**src/rtl/lq_pkg.sv**
```systemverilog
package lq_pkg;

    typedef enum logic [1:0] {
        LQ_RUN    = 2'd0,
        LQ_STALL  = 2'd1,
        LQ_REPLAY = 2'd2
    } lq_state_e;

    typedef logic [1:0] lq_size_t;

endpackage

```
**src/rtl/lq_span_cmp.sv**
```systemverilog
module lq_span_cmp #(
    parameter int ADDR_W = 16
) (
    input  logic [ADDR_W-1:0] a_addr,
    input  logic [1:0]        a_size,
    input  logic [ADDR_W-1:0] b_addr,
    input  logic [1:0]        b_size,
    output logic              overlap
);
    localparam int EXT_W = ADDR_W + 1;

    logic [EXT_W-1:0] a_lo, a_hi, b_lo, b_hi;

    always_comb begin
        a_lo    = {1'b0, a_addr};
        b_lo    = {1'b0, b_addr};
        a_hi    = a_lo + (EXT_W'(1) << a_size);
        b_hi    = b_lo + (EXT_W'(1) << b_size);
        overlap = (a_lo < b_hi) && (b_lo < a_hi);
    end
endmodule

```
**src/rtl/lq_scan.sv**
```systemverilog
module lq_scan #(
    parameter int SLOTS = 5,
    parameter int SEQ_W = 16,
    localparam int IDX_W = $clog2(SLOTS),
    localparam int CNT_W = $clog2(SLOTS + 1)
) (
    input  logic [IDX_W-1:0]            head,
    input  logic [SLOTS-1:0]            occ,
    input  logic [SLOTS-1:0][SEQ_W-1:0] seqs,
    input  logic [SLOTS-1:0]            hit,
    input  logic                        commit_valid,
    input  logic [SEQ_W-1:0]            commit_seq,
    input  logic                        squash_valid,
    input  logic [SEQ_W-1:0]            squash_seq,
    output logic [CNT_W-1:0]            retire_n,
    output logic [CNT_W-1:0]            keep_n,
    output logic                        vio_found,
    output logic [SEQ_W-1:0]            vio_seq
);
    function automatic logic [IDX_W-1:0] wrap(input logic [IDX_W:0] v);
        return (v >= (IDX_W+1)'(SLOTS)) ? IDX_W'(v - (IDX_W+1)'(SLOTS)) : IDX_W'(v);
    endfunction

    always_comb begin
        retire_n = '0;
        keep_n   = '0;
        for (int i = 0; i < SLOTS; i++) begin
            if (occ[i]) begin
                if (commit_valid && (seqs[i] < commit_seq))
                    retire_n = retire_n + CNT_W'(1);
                else if (!squash_valid || (seqs[i] <= squash_seq))
                    keep_n = keep_n + CNT_W'(1);
            end
        end
    end

    // Walk from youngest offset to oldest so the oldest hit wins.
    always_comb begin
        logic [IDX_W-1:0] s;
        vio_found = 1'b0;
        vio_seq   = '0;
        for (int k = SLOTS - 1; k >= 0; k--) begin
            s = wrap({1'b0, head} + (IDX_W+1)'(k));
            if (occ[s] && hit[s]) begin
                vio_found = 1'b1;
                vio_seq   = seqs[s];
            end
        end
    end
endmodule

```
**src/rtl/lq_stall_fsm.sv**
```systemverilog
module lq_stall_fsm
    import lq_pkg::*;
#(
    parameter int SLOTS = 5,
    parameter int SEQ_W = 16,
    localparam int IDX_W = $clog2(SLOTS)
) (
    input  logic             clk,
    input  logic             rst_n,
    input  logic             start,
    input  logic [IDX_W-1:0] start_slot,
    input  logic [SEQ_W-1:0] start_ld_seq,
    input  logic [SEQ_W-1:0] start_st_seq,
    input  logic             wb_valid,
    input  logic [SEQ_W-1:0] wb_seq,
    input  logic             squash_valid,
    input  logic [SEQ_W-1:0] squash_seq,
    output logic             stall,
    output logic             replay_valid,
    output logic [IDX_W-1:0] replay_slot
);
    lq_state_e        state_q, state_d;
    logic [IDX_W-1:0] slot_q;
    logic [SEQ_W-1:0] ldseq_q, stseq_q;

    always_comb begin
        state_d = state_q;
        unique case (state_q)
            LQ_RUN:    if (start) state_d = LQ_STALL;
            LQ_STALL: begin
                if (squash_valid && (ldseq_q > squash_seq))
                    state_d = LQ_RUN;
                else if (wb_valid && (wb_seq == stseq_q))
                    state_d = LQ_REPLAY;
            end
            LQ_REPLAY: state_d = start ? LQ_STALL : LQ_RUN;
            default:   state_d = LQ_RUN;
        endcase
    end

    always_ff @(posedge clk) begin
        if (!rst_n) begin
            state_q <= LQ_RUN;
            slot_q  <= '0;
            ldseq_q <= '0;
            stseq_q <= '0;
        end else begin
            state_q <= state_d;
            if (start && (state_q != LQ_STALL)) begin
                slot_q  <= start_slot;
                ldseq_q <= start_ld_seq;
                stseq_q <= start_st_seq;
            end
        end
    end

    always_comb begin
        stall        = 1'b0;
        replay_valid = 1'b0;
        replay_slot  = slot_q;
        unique case (state_q)
            LQ_RUN:    ;
            LQ_STALL:  stall = 1'b1;
            LQ_REPLAY: replay_valid = 1'b1;
            default:   ;
        endcase
    end
endmodule

```
**src/rtl/load_order_queue.sv**
```systemverilog
module load_order_queue #(
    parameter int SLOTS  = 5,
    parameter int SEQ_W  = 16,
    parameter int ADDR_W = 16,
    localparam int IDX_W = $clog2(SLOTS),
    localparam int CNT_W = $clog2(SLOTS + 1)
) (
    input  logic              clk,
    input  logic              rst_n,
    input  logic              alloc_valid,
    input  logic [SEQ_W-1:0]  alloc_seq,
    output logic [IDX_W-1:0]  alloc_slot,
    input  logic              exec_valid,
    input  logic [IDX_W-1:0]  exec_idx,
    input  logic [ADDR_W-1:0] exec_addr,
    input  logic [1:0]        exec_size,
    input  logic              fwd_valid,
    input  logic [SEQ_W-1:0]  fwd_seq,
    input  logic [ADDR_W-1:0] fwd_addr,
    input  logic [1:0]        fwd_size,
    input  logic              commit_valid,
    input  logic [SEQ_W-1:0]  commit_seq,
    input  logic              squash_valid,
    input  logic [SEQ_W-1:0]  squash_seq,
    input  logic              probe_valid,
    input  logic [SEQ_W-1:0]  probe_seq,
    input  logic [ADDR_W-1:0] probe_addr,
    input  logic [1:0]        probe_size,
    input  logic              wb_valid,
    input  logic [SEQ_W-1:0]  wb_seq,
    input  logic              viol_read,
    output logic [CNT_W-1:0]  lq_count,
    output logic              lq_full,
    output logic              alloc_err,
    output logic              viol_flag,
    output logic [SEQ_W-1:0]  viol_seq,
    output logic              stall,
    output logic              replay_valid,
    output logic [IDX_W-1:0]  replay_slot
);
    localparam int EXT_W = ADDR_W + 1;

    logic [SLOTS-1:0][SEQ_W-1:0]  seq_q;
    logic [SLOTS-1:0][ADDR_W-1:0] addr_q;
    logic [SLOTS-1:0][1:0]        size_q;
    logic [SLOTS-1:0]             exe_q;
    logic [IDX_W-1:0]             head_q;
    logic [CNT_W-1:0]             count_q;
    logic                         err_q, viol_q;
    logic [SEQ_W-1:0]             vseq_q;

    logic [SLOTS-1:0]  occ, ovl, hit;
    logic [IDX_W-1:0]  tail, head_nx;
    logic [CNT_W-1:0]  retire_n, keep_n;
    logic              vio_found, full, alloc_ok, exec_ok, partial;
    logic              fwd_ovl, fwd_cover;
    logic [SEQ_W-1:0]  vio_seq;

    function automatic logic [IDX_W-1:0] wrap(input logic [IDX_W:0] v);
        return (v >= (IDX_W+1)'(SLOTS)) ? IDX_W'(v - (IDX_W+1)'(SLOTS)) : IDX_W'(v);
    endfunction

    always_comb begin
        occ = '0;
        for (int k = 0; k < SLOTS; k++)
            if (CNT_W'(k) < count_q)
                occ[wrap({1'b0, head_q} + (IDX_W+1)'(k))] = 1'b1;
    end

    assign full     = (count_q == CNT_W'(SLOTS - 1));
    assign tail     = wrap({1'b0, head_q} + (IDX_W+1)'(count_q));
    assign alloc_ok = alloc_valid && !squash_valid && !full;
    assign head_nx  = wrap({1'b0, head_q} + (IDX_W+1)'(retire_n));

    genvar g;
    generate
        for (g = 0; g < SLOTS; g++) begin : g_probe
            lq_span_cmp #(.ADDR_W(ADDR_W)) u_cmp (
                .a_addr (probe_addr),
                .a_size (probe_size),
                .b_addr (addr_q[g]),
                .b_size (size_q[g]),
                .overlap(ovl[g])
            );
            assign hit[g] = probe_valid && exe_q[g] && (seq_q[g] > probe_seq) && ovl[g];
        end
    endgenerate

    lq_span_cmp #(.ADDR_W(ADDR_W)) u_fwd_cmp (
        .a_addr (fwd_addr),
        .a_size (fwd_size),
        .b_addr (exec_addr),
        .b_size (exec_size),
        .overlap(fwd_ovl)
    );

    always_comb begin
        logic [EXT_W-1:0] s_lo, s_hi, l_lo, l_hi;
        s_lo      = {1'b0, fwd_addr};
        l_lo      = {1'b0, exec_addr};
        s_hi      = s_lo + (EXT_W'(1) << fwd_size);
        l_hi      = l_lo + (EXT_W'(1) << exec_size);
        fwd_cover = (s_lo <= l_lo) && (l_hi <= s_hi);
    end

    assign exec_ok = exec_valid && occ[exec_idx] && !stall;
    assign partial = fwd_valid && fwd_ovl && !fwd_cover;

    lq_scan #(.SLOTS(SLOTS), .SEQ_W(SEQ_W)) u_scan (
        .head        (head_q),
        .occ         (occ),
        .seqs        (seq_q),
        .hit         (hit),
        .commit_valid(commit_valid),
        .commit_seq  (commit_seq),
        .squash_valid(squash_valid),
        .squash_seq  (squash_seq),
        .retire_n    (retire_n),
        .keep_n      (keep_n),
        .vio_found   (vio_found),
        .vio_seq     (vio_seq)
    );

    lq_stall_fsm #(.SLOTS(SLOTS), .SEQ_W(SEQ_W)) u_fsm (
        .clk         (clk),
        .rst_n       (rst_n),
        .start       (exec_ok && partial),
        .start_slot  (exec_idx),
        .start_ld_seq(seq_q[exec_idx]),
        .start_st_seq(fwd_seq),
        .wb_valid    (wb_valid),
        .wb_seq      (wb_seq),
        .squash_valid(squash_valid),
        .squash_seq  (squash_seq),
        .stall       (stall),
        .replay_valid(replay_valid),
        .replay_slot (replay_slot)
    );

    always_ff @(posedge clk) begin
        if (!rst_n) begin
            seq_q   <= '0;
            addr_q  <= '0;
            size_q  <= '0;
            exe_q   <= '0;
            head_q  <= '0;
            count_q <= '0;
            err_q   <= 1'b0;
            viol_q  <= 1'b0;
            vseq_q  <= '0;
        end else begin
            head_q  <= head_nx;
            count_q <= keep_n + CNT_W'(alloc_ok);
            err_q   <= alloc_valid && !squash_valid && full;
            if (alloc_ok) begin
                seq_q[tail] <= alloc_seq;
                exe_q[tail] <= 1'b0;
            end
            if (exec_ok) begin
                addr_q[exec_idx] <= exec_addr;
                size_q[exec_idx] <= exec_size;
                exe_q[exec_idx]  <= !partial;
            end
            if (vio_found && (!viol_q || viol_read)) begin
                viol_q <= 1'b1;
                vseq_q <= vio_seq;
            end else if (viol_read) begin
                viol_q <= 1'b0;
            end
        end
    end

    assign alloc_slot = tail;
    assign lq_count   = count_q;
    assign lq_full    = full;
    assign alloc_err  = err_q;
    assign viol_flag  = viol_q;
    assign viol_seq   = vseq_q;
endmodule

```
**config.mk**
```make
export PLATFORM = sky130hd
export DESIGN_NAME = load_order_queue
export DESIGN_NICKNAME = d
export VERILOG_FILES = /design/src/rtl/lq_pkg.sv /design/src/rtl/lq_span_cmp.sv /design/src/rtl/lq_scan.sv /design/src/rtl/lq_stall_fsm.sv /design/src/rtl/load_order_queue.sv
export SDC_FILE = /design/constraint.sdc
export NUM_CORES = 2
export LEC_CHECK = 0
export BUFFER_PORTS_ARGS = -buffer_cell sky130_fd_sc_hd__buf_2
export CORE_MARGIN = 2
export CORE_UTILIZATION = 25
export DETAILED_ROUTE_END_ITERATION = 16
export PLACE_DENSITY = 0.52
export SKIP_LAST_GASP = 1
export SYNTH_ARGS = -nofsm -noshare
export SYNTH_HDL_FRONTEND = slang
export SYNTH_HIERARCHICAL = 1
export SYNTH_SLANG_ARGS = --single-unit
```
**constraint.sdc**
```tcl
create_clock -name clk -period 13.3 [get_ports clk]
set_clock_uncertainty 0.1 [all_clocks]
set_input_delay 1.33 -clock clk [delete_from_list [all_inputs] [get_ports clk]]
set_output_delay 1.33 -clock clk [all_outputs]
set_load 0.1 [all_outputs]
```
## Yosys cells after proc, flatten, opt, wreduce, memory -nomap -nowiden

Cells that the tools add are included.

- Flip-flop bits (word level): 236
- Input bits: 163
- Output and inout port bits: 30
- Logic and storage cells: 315

- Add/sub/neg operators: 30
- Magnitude comparators: 56
- Eq/ne operators: 7
- Shift-type cells: 8
- Muxes and demuxes: 117
- Bitwise operators: 6
- Reductions and logical operators: 66

Operators by type and width:

| cell | number |
|---|---|
| 16-bit binary-select mux with 3-bit select | 6 |
| 16-bit two-way mux | 13 |
| 16-bit by 17-bit less-than comparator with 1-bit output | 12 |
| 80-bit bitwise mux | 2 |
| 16-bit by 17-bit adder with 17-bit output | 8 |
| 1-bit by 2-bit << shifter with 17-bit output (first input constant) | 8 |
| 16-bit demux with 3-bit select | 2 |
| 16-bit > comparator | 6 |
| 16-bit less-or-equal comparator | 6 |
| 3-bit two-way mux | 30 |
| 16-bit less-than comparator | 5 |
| 1-bit logical AND | 51 |
| 5-bit two-way mux | 8 |
| 1-bit binary-select mux with 3-bit select | 11 |
| 1-bit two-way mux | 30 |
| 3-bit by 4-bit less-than comparator with 1-bit output (second input constant) | 7 |
| 3-bit by 1-bit adder with 3-bit output (second input constant) | 8 |
| 4-bit by 3-bit >= comparator with 1-bit output (second input constant) | 6 |
| 1-bit demux with 3-bit select | 7 |
| 3-bit by 1-bit >= comparator with 1-bit output (second input constant) | 7 |
| 3-bit subtractor (second input constant) | 7 |
| 5-bit bitwise OR | 4 |
| 17-bit less-or-equal comparator | 1 |
| 16-bit == test | 1 |
| 26 further kinds | 44 |

## Depth between registers and ports, before layout

- Depth after elaboration: 33
- Depth in mapped cells: 31
- Depth with buffers taken out: 29

## By module

Netlist, hierarchy kept.

By module, submodules not included:

| module | times used | cells each | area an instance (µm²) | seq. area each (µm²) |
|---|---|---|---|---|
| load_order_queue | 1 | 1389 | 12927.4 | 3983.8 |
| lq_scan | 1 | 1021 | 8579.5 | 0.0 |
| lq_span_cmp (g_probe[1].u_cmp ...) | 5 | 170 | 1337.5 | 0.0 |
| lq_stall_fsm | 1 | 242 | 1971.9 | 740.7 |
| lq_span_cmp (g_probe[0].u_cmp) | 1 | 172 | 1390.1 | 0.0 |

## Least setup slack after synthesis

No wires, ideal clock.

- Path kind: input -> register
- Start point: input probe_size[1]
- End point: register vseq_q[10] (netlist: viol_seq[10])
- Library setup time: 76 ps
- Arrival: 6659 ps
- Data required time: 13124 ps
- Path slack: 6465 ps
- Cell stages on the path: 30
- Buffers on the path: 2
- Cell sequence: nor2_1 > ha_1 > fa_1 > a21o_1 > a21oi_1 > nor2b_1 > nand3_1 > xor2_1 > ha_1 > a21o_1 > a21oi_1 > o211ai_1 > or3_1 > a22oi_1 > nand3_1 > a21oi_1 > nand3_1 > o21ai_0 > nand2_1 > mux4_2 > or3_1 > and2_1 > or4b_2 > nor2_1 > nand2_1 > and2_1 > clkbuf_1 > clkbuf_1 > nand2_1 > a21boi_0

- Longest elaborated chain between the ends: 14
- Elaborated cells on any way between the ends: 43
- Those cells by class: add/sub (1); order compare (5); shift (1); mux (20); reduce/logical (16)

Ends and longest elaborated chain:

| element | line | RTL |
|---|---|---|
| start, declared | load_order_queue.sv:28 | `input logic [1:0] probe_size,` |
| 1-bit by 2-bit << shifter with 17-bit output * | lq_span_cmp.sv:17 | `a_hi = a_lo + (EXT_W'(1) << a_size);` |
| 16-bit by 17-bit adder with 17-bit output * | lq_span_cmp.sv:17 |  |
| 16-bit by 17-bit less-than comparator with 1-bit output * | lq_span_cmp.sv:19 | `overlap = (a_lo < b_hi) && (b_lo < a_hi);` |
| 1-bit logical AND * | lq_span_cmp.sv:19 |  |
| via ovl[2] | load_order_queue.sv:52 | `logic [SLOTS-1:0] occ, ovl, hit;` |
| 1-bit logical AND * | load_order_queue.sv:85 | `assign hit[g] = probe_valid && exe_q[g] && (seq_q[g] > probe_seq) && ovl[g];` |
| via hit[2] | load_order_queue.sv:52 |  |
| 1-bit binary-select mux with 3-bit select | lq_scan.sv:44 | `if (occ[s] && hit[s]) begin` |
| 1-bit two-way mux (implied by the code) | lq_scan.sv:44 |  |
| 1-bit logical AND | lq_scan.sv:44 |  |
| 1-bit two-way mux (4 in series) | lq_scan.sv:44 |  |
| 1-bit two-way mux * | lq_scan.sv:44 |  |
| via vio_found | load_order_queue.sv:55 | `logic vio_found, full, alloc_ok, exec_ok, partial;` |
| 1-bit logical AND * | load_order_queue.sv:164 | `if (vio_found && (!viol_q \|\| viol_read)) begin` |
| end signal, assigned | load_order_queue.sv:166 | `vseq_q <= vio_seq;` |
| end, declared | load_order_queue.sv:50 | `logic [SEQ_W-1:0] vseq_q;` |

Mark *: on every way through the listed nets, which the timed path passes. The rest lies on a longest branch. The select of a mux whose other input is x is not followed.
A chain may end at the register's enable or synchronous reset.

## Worst setup path after layout

- Start point: input probe_size[1]
- End point: register vseq_q[8] (netlist: viol_seq[8])

Same word-level chain as after synthesis.

==> summary.md <==
| Metric | Value |
|---|---|
| Max VDD drop | 103 µV |
| Post-CTS setup buffer count | 0 |
| Mux contribution to synthesized area | 0.116 |
| First-pass GRT wire length | 187000 µm |
| Chip height | 359 µm |
| Synthesized Nets | 4412 |
| Hold WS | 0.370 ns |
| Cells after Synth | 3674 |
| Fin crit period | 7.98 ns |
| Ratio of cells with drive above 1 in the final layout | 0.129 |
| Busiest layer in global routing | met2 |
| Post-Syn Area | 0.0316 mm² |
| Placed wire-length estimate | 93400 µm |
| Post-synthesis xor/xnor area fraction | 0.0651 |
| Critical path's largest stage delay | 0.61 ns |
| Fin. max-slew vios | 0 |
| Yosys top cell area share | 0.221 |
| Core Area | 0.125 mm² |
| Crit end category | flop |
| Hold path cells | 2 |
| Worst R2R Path Depth | 27 |
| Hold wc startpoint | u_fsm/ldseq_q[11]$_SDFFE_PN0P_ |
| Status | completed |
| DR vias | 29800 |
| Count leader, synth | ha_1 |
| Clock Latency Late Sink | 0.65 ns |
| Vias in the first global route | 28800 |
| Hold Crit Class | reg -> reg |
| Synth Area in Simple Gates | 0.205 |
| CTS tree | done |
| Leading area contributor after synthesis | ha_1 |
| Slowest-stage cell, CP | and2_1 |
| Fin crit share | 0.600 |
| Number of buffers created by CTS | 31 |
| Die Wd | 359 µm |
| Unrepaired setup endpoints after global routing | false |
| M1 GR Usage | 0.246 |
| DR WL/cell | 22.7 µm |
| Initial Utilization | 0.252 |
| Root Driver | clkbuf_16 |
| Final setup margin | 5.32 ns |
| Setup crit start kind | input pin |
| Post-CTS Hold Buffers | 0 |
| Warnings from Yosys | 6 |
| # clock sinks | 236 |
| Power density cells | 81.6 mW/mm² |
| M2 GR Usage | 0.305 |
| Main combinational cell family by area after synthesis | adder cells |
| CTS resizes | 0 |
| Routability Congestion | 0.965 |
| Largest net degree at the start of global routing | 85 |
| Post-route insts no fill | 5526 |
| Seq/Total Area, Yosys | 0.150 |
| R2R setup slack | 6.01 ns |
| LEAKAGE | 15.3 nW |
| R2r startpoint | size_q[1]$_SDFFE_PN0P_ |
| Crit Path Max Fanout | 20 |
| Clock buffer depth | 3 |
| FF-to-FF End | viol_seq[8]$_SDFFE_PN0P_ |
| Final core area utilization | 0.285 |
| Most area-consuming cells after synthesis | ha_1 22%, dfxtp_1 15%, mux2i_1 6.8% |
| Critical path class | in -> reg |
| Inst Count DP | 5465 |
| Mean Syn Cell Area | 8.59 µm² |
| Initial DRC count | 2643 |
| Worst-Margin Slew | 1.16 ns |
| Top-Level Pins | 193 |
| I/O Buffers | 192 |
| FFs w/ async S/R, synth | 0 |
| Drt pass-1 iters | 6 |
| Initial antenna violation count | 15 |
| Max-cap violation count | 0 |
| Dpl ws | 4.74 ns |
| Top post-synthesis cells by count | 557 x ha_1, 253 x nand2_1, 243 x nor2b_1 |
| Slew HR | 0.225 |
| Post-synthesis compound-gate area fraction | 0.188 |
| Post-synth EDFFs | 0 |
| GRT Util Overall | 0.187 |
| Clock-pin slew on the worst setup and hold paths | 0.06 ns |
| Final WL | 126000 µm |
| Max Freq | 125 MHz |
| Row cnt | 130 |
| Setup TNS | 0 ns |
| Top_reg_cell synth | dfxtp_1 |
| Required @ worst endpoint | 13.75 ns |
| Met3 Track Usage GR | 0.0398 |
| Die area | 0.129 mm² |
| Final setup vio count | 0 |
| Final net count | 4586 |
| ANT nets after route | 0 |
| Arrival time worst endpoint | 8.43 ns |
| Area Overhead vs Synth | 13.2% |
| Yosys cell types | 116 |
| Yosys reg bits | 236 |
| WHS Endpoint | u_fsm/ldseq_q[11]$_SDFFE_PN0P_ |
| H-tree depth | 1 |
| Overflow after GRT | 0 |
| Number of vias per cell | 5.39 |
| Final hold vios | 0 |
| Adder-cell area share of the yosys netlist | 0.232 |
| Drt drc | 0 |
[sequential cells by signal, indices dropped and copies added, names as in the netlist, 5 cells and up]
name,flops
addr_q,80
exe_q,5
seq_q,80
size_q,10
u_fsm/ldseq_q,16
u_fsm/stseq_q,16
viol_seq,16
[power breakdown]
group / internal, mW / switching (mW)
Combinational: 0.436 / 0.791
Clock: 0.534 / 0.399
Sequential: 0.724 / 0.0308
Total: 1.69 / 1.22
[cell families after synthesis]
group / count (synthesis)
and+or+nand+nor: 1182
adders and majority gates: 575
buffers and inverters: 307
AOI/OAI and AO/OA: 842
xor gates and xnor gates: 231
muxes: 301
DFF: 236
[metrics by stage]
| stage | cell area (µm²) | power (mW) |
|---|---|---|
| detailed placement | 34600 | 1.97 |
| CTS | 35700 | 2.92 |
| global placement | 34600 | 1.96 |
| floorplan | 31600 | 1.58 |
| finish | 35700 | 2.92 |
| global route | 35700 | 3.06 |
[layer usage]
| metal | routed length (µm) | part of all wire |
|---|---|---|
| met2 | 56000 | 0.45 |
| met5 | 138 | 0.0011 |
| met3 | 10000 | 0.080 |
| met1 | 55300 | 0.44 |
| met4 | 4290 | 0.034 |
[cells in the final DEF (no fill, tap or decap), types with 61 or more instances in the layout]
cell type	instances
dfxtp_1	235
a21o_1	90
nor2_1	138
and3_1	61
xnor2_1	110
o21ai_0	108
xor2_1	117
nand3_1	157
ha_1	557
inv_1	161
mux2i_1	213
buf_2	191
buf_4	92
a21oi_1	179
nor2b_1	242
nand4_1	79
a21boi_0	72
nand2_1	253
[critical path: cells and delay by family]
family                   cells  cell delay (ns)
AND/OR/NAND/NOR             14             3.05
adder cells (fa/ha/maj)      3             0.90
XOR/XNOR                     1             0.16
multiplexers                 1             0.49
AO/OA/AOI/OAI                9             2.18
buffers and inverters        1             0.29
[area by class of cell]
cell class | instances | area (µm²)
tap | 1650 | 2060
fill | 13500 | 89700
clock buffer | 38 | 852
clock inverter | 20 | 234
timing repair buffer | 284 | 1660
multi-input combinational | 3131 | 25600
inverter | 164 | 616
sequential | 236 | 4730
antenna | 3 | 7.51
[how the worst max path moves through the flow]
stage | startpoint | endpoint | slack [ns] | cells after the start
global placement | probe_size[1] | viol_seq[2]$_SDFFE_PN0P_ | 4.87 | 29
detailed placement | probe_size[1] | viol_seq[8]$_SDFFE_PN0P_ | 4.74 | 29
floorplan | probe_size[1] | viol_seq[10]$_SDFFE_PN0P_ | 6.47 | 30
CTS | probe_size[1] | viol_seq[8]$_SDFFE_PN0P_ | 5.40 | 29
finish | probe_size[1] | viol_seq[8]$_SDFFE_PN0P_ | 5.32 | 29
global route | probe_size[1] | viol_seq[8]$_SDFFE_PN0P_ | 4.85 | 29
No activity file was read; power rests on OpenSTA's default activity.
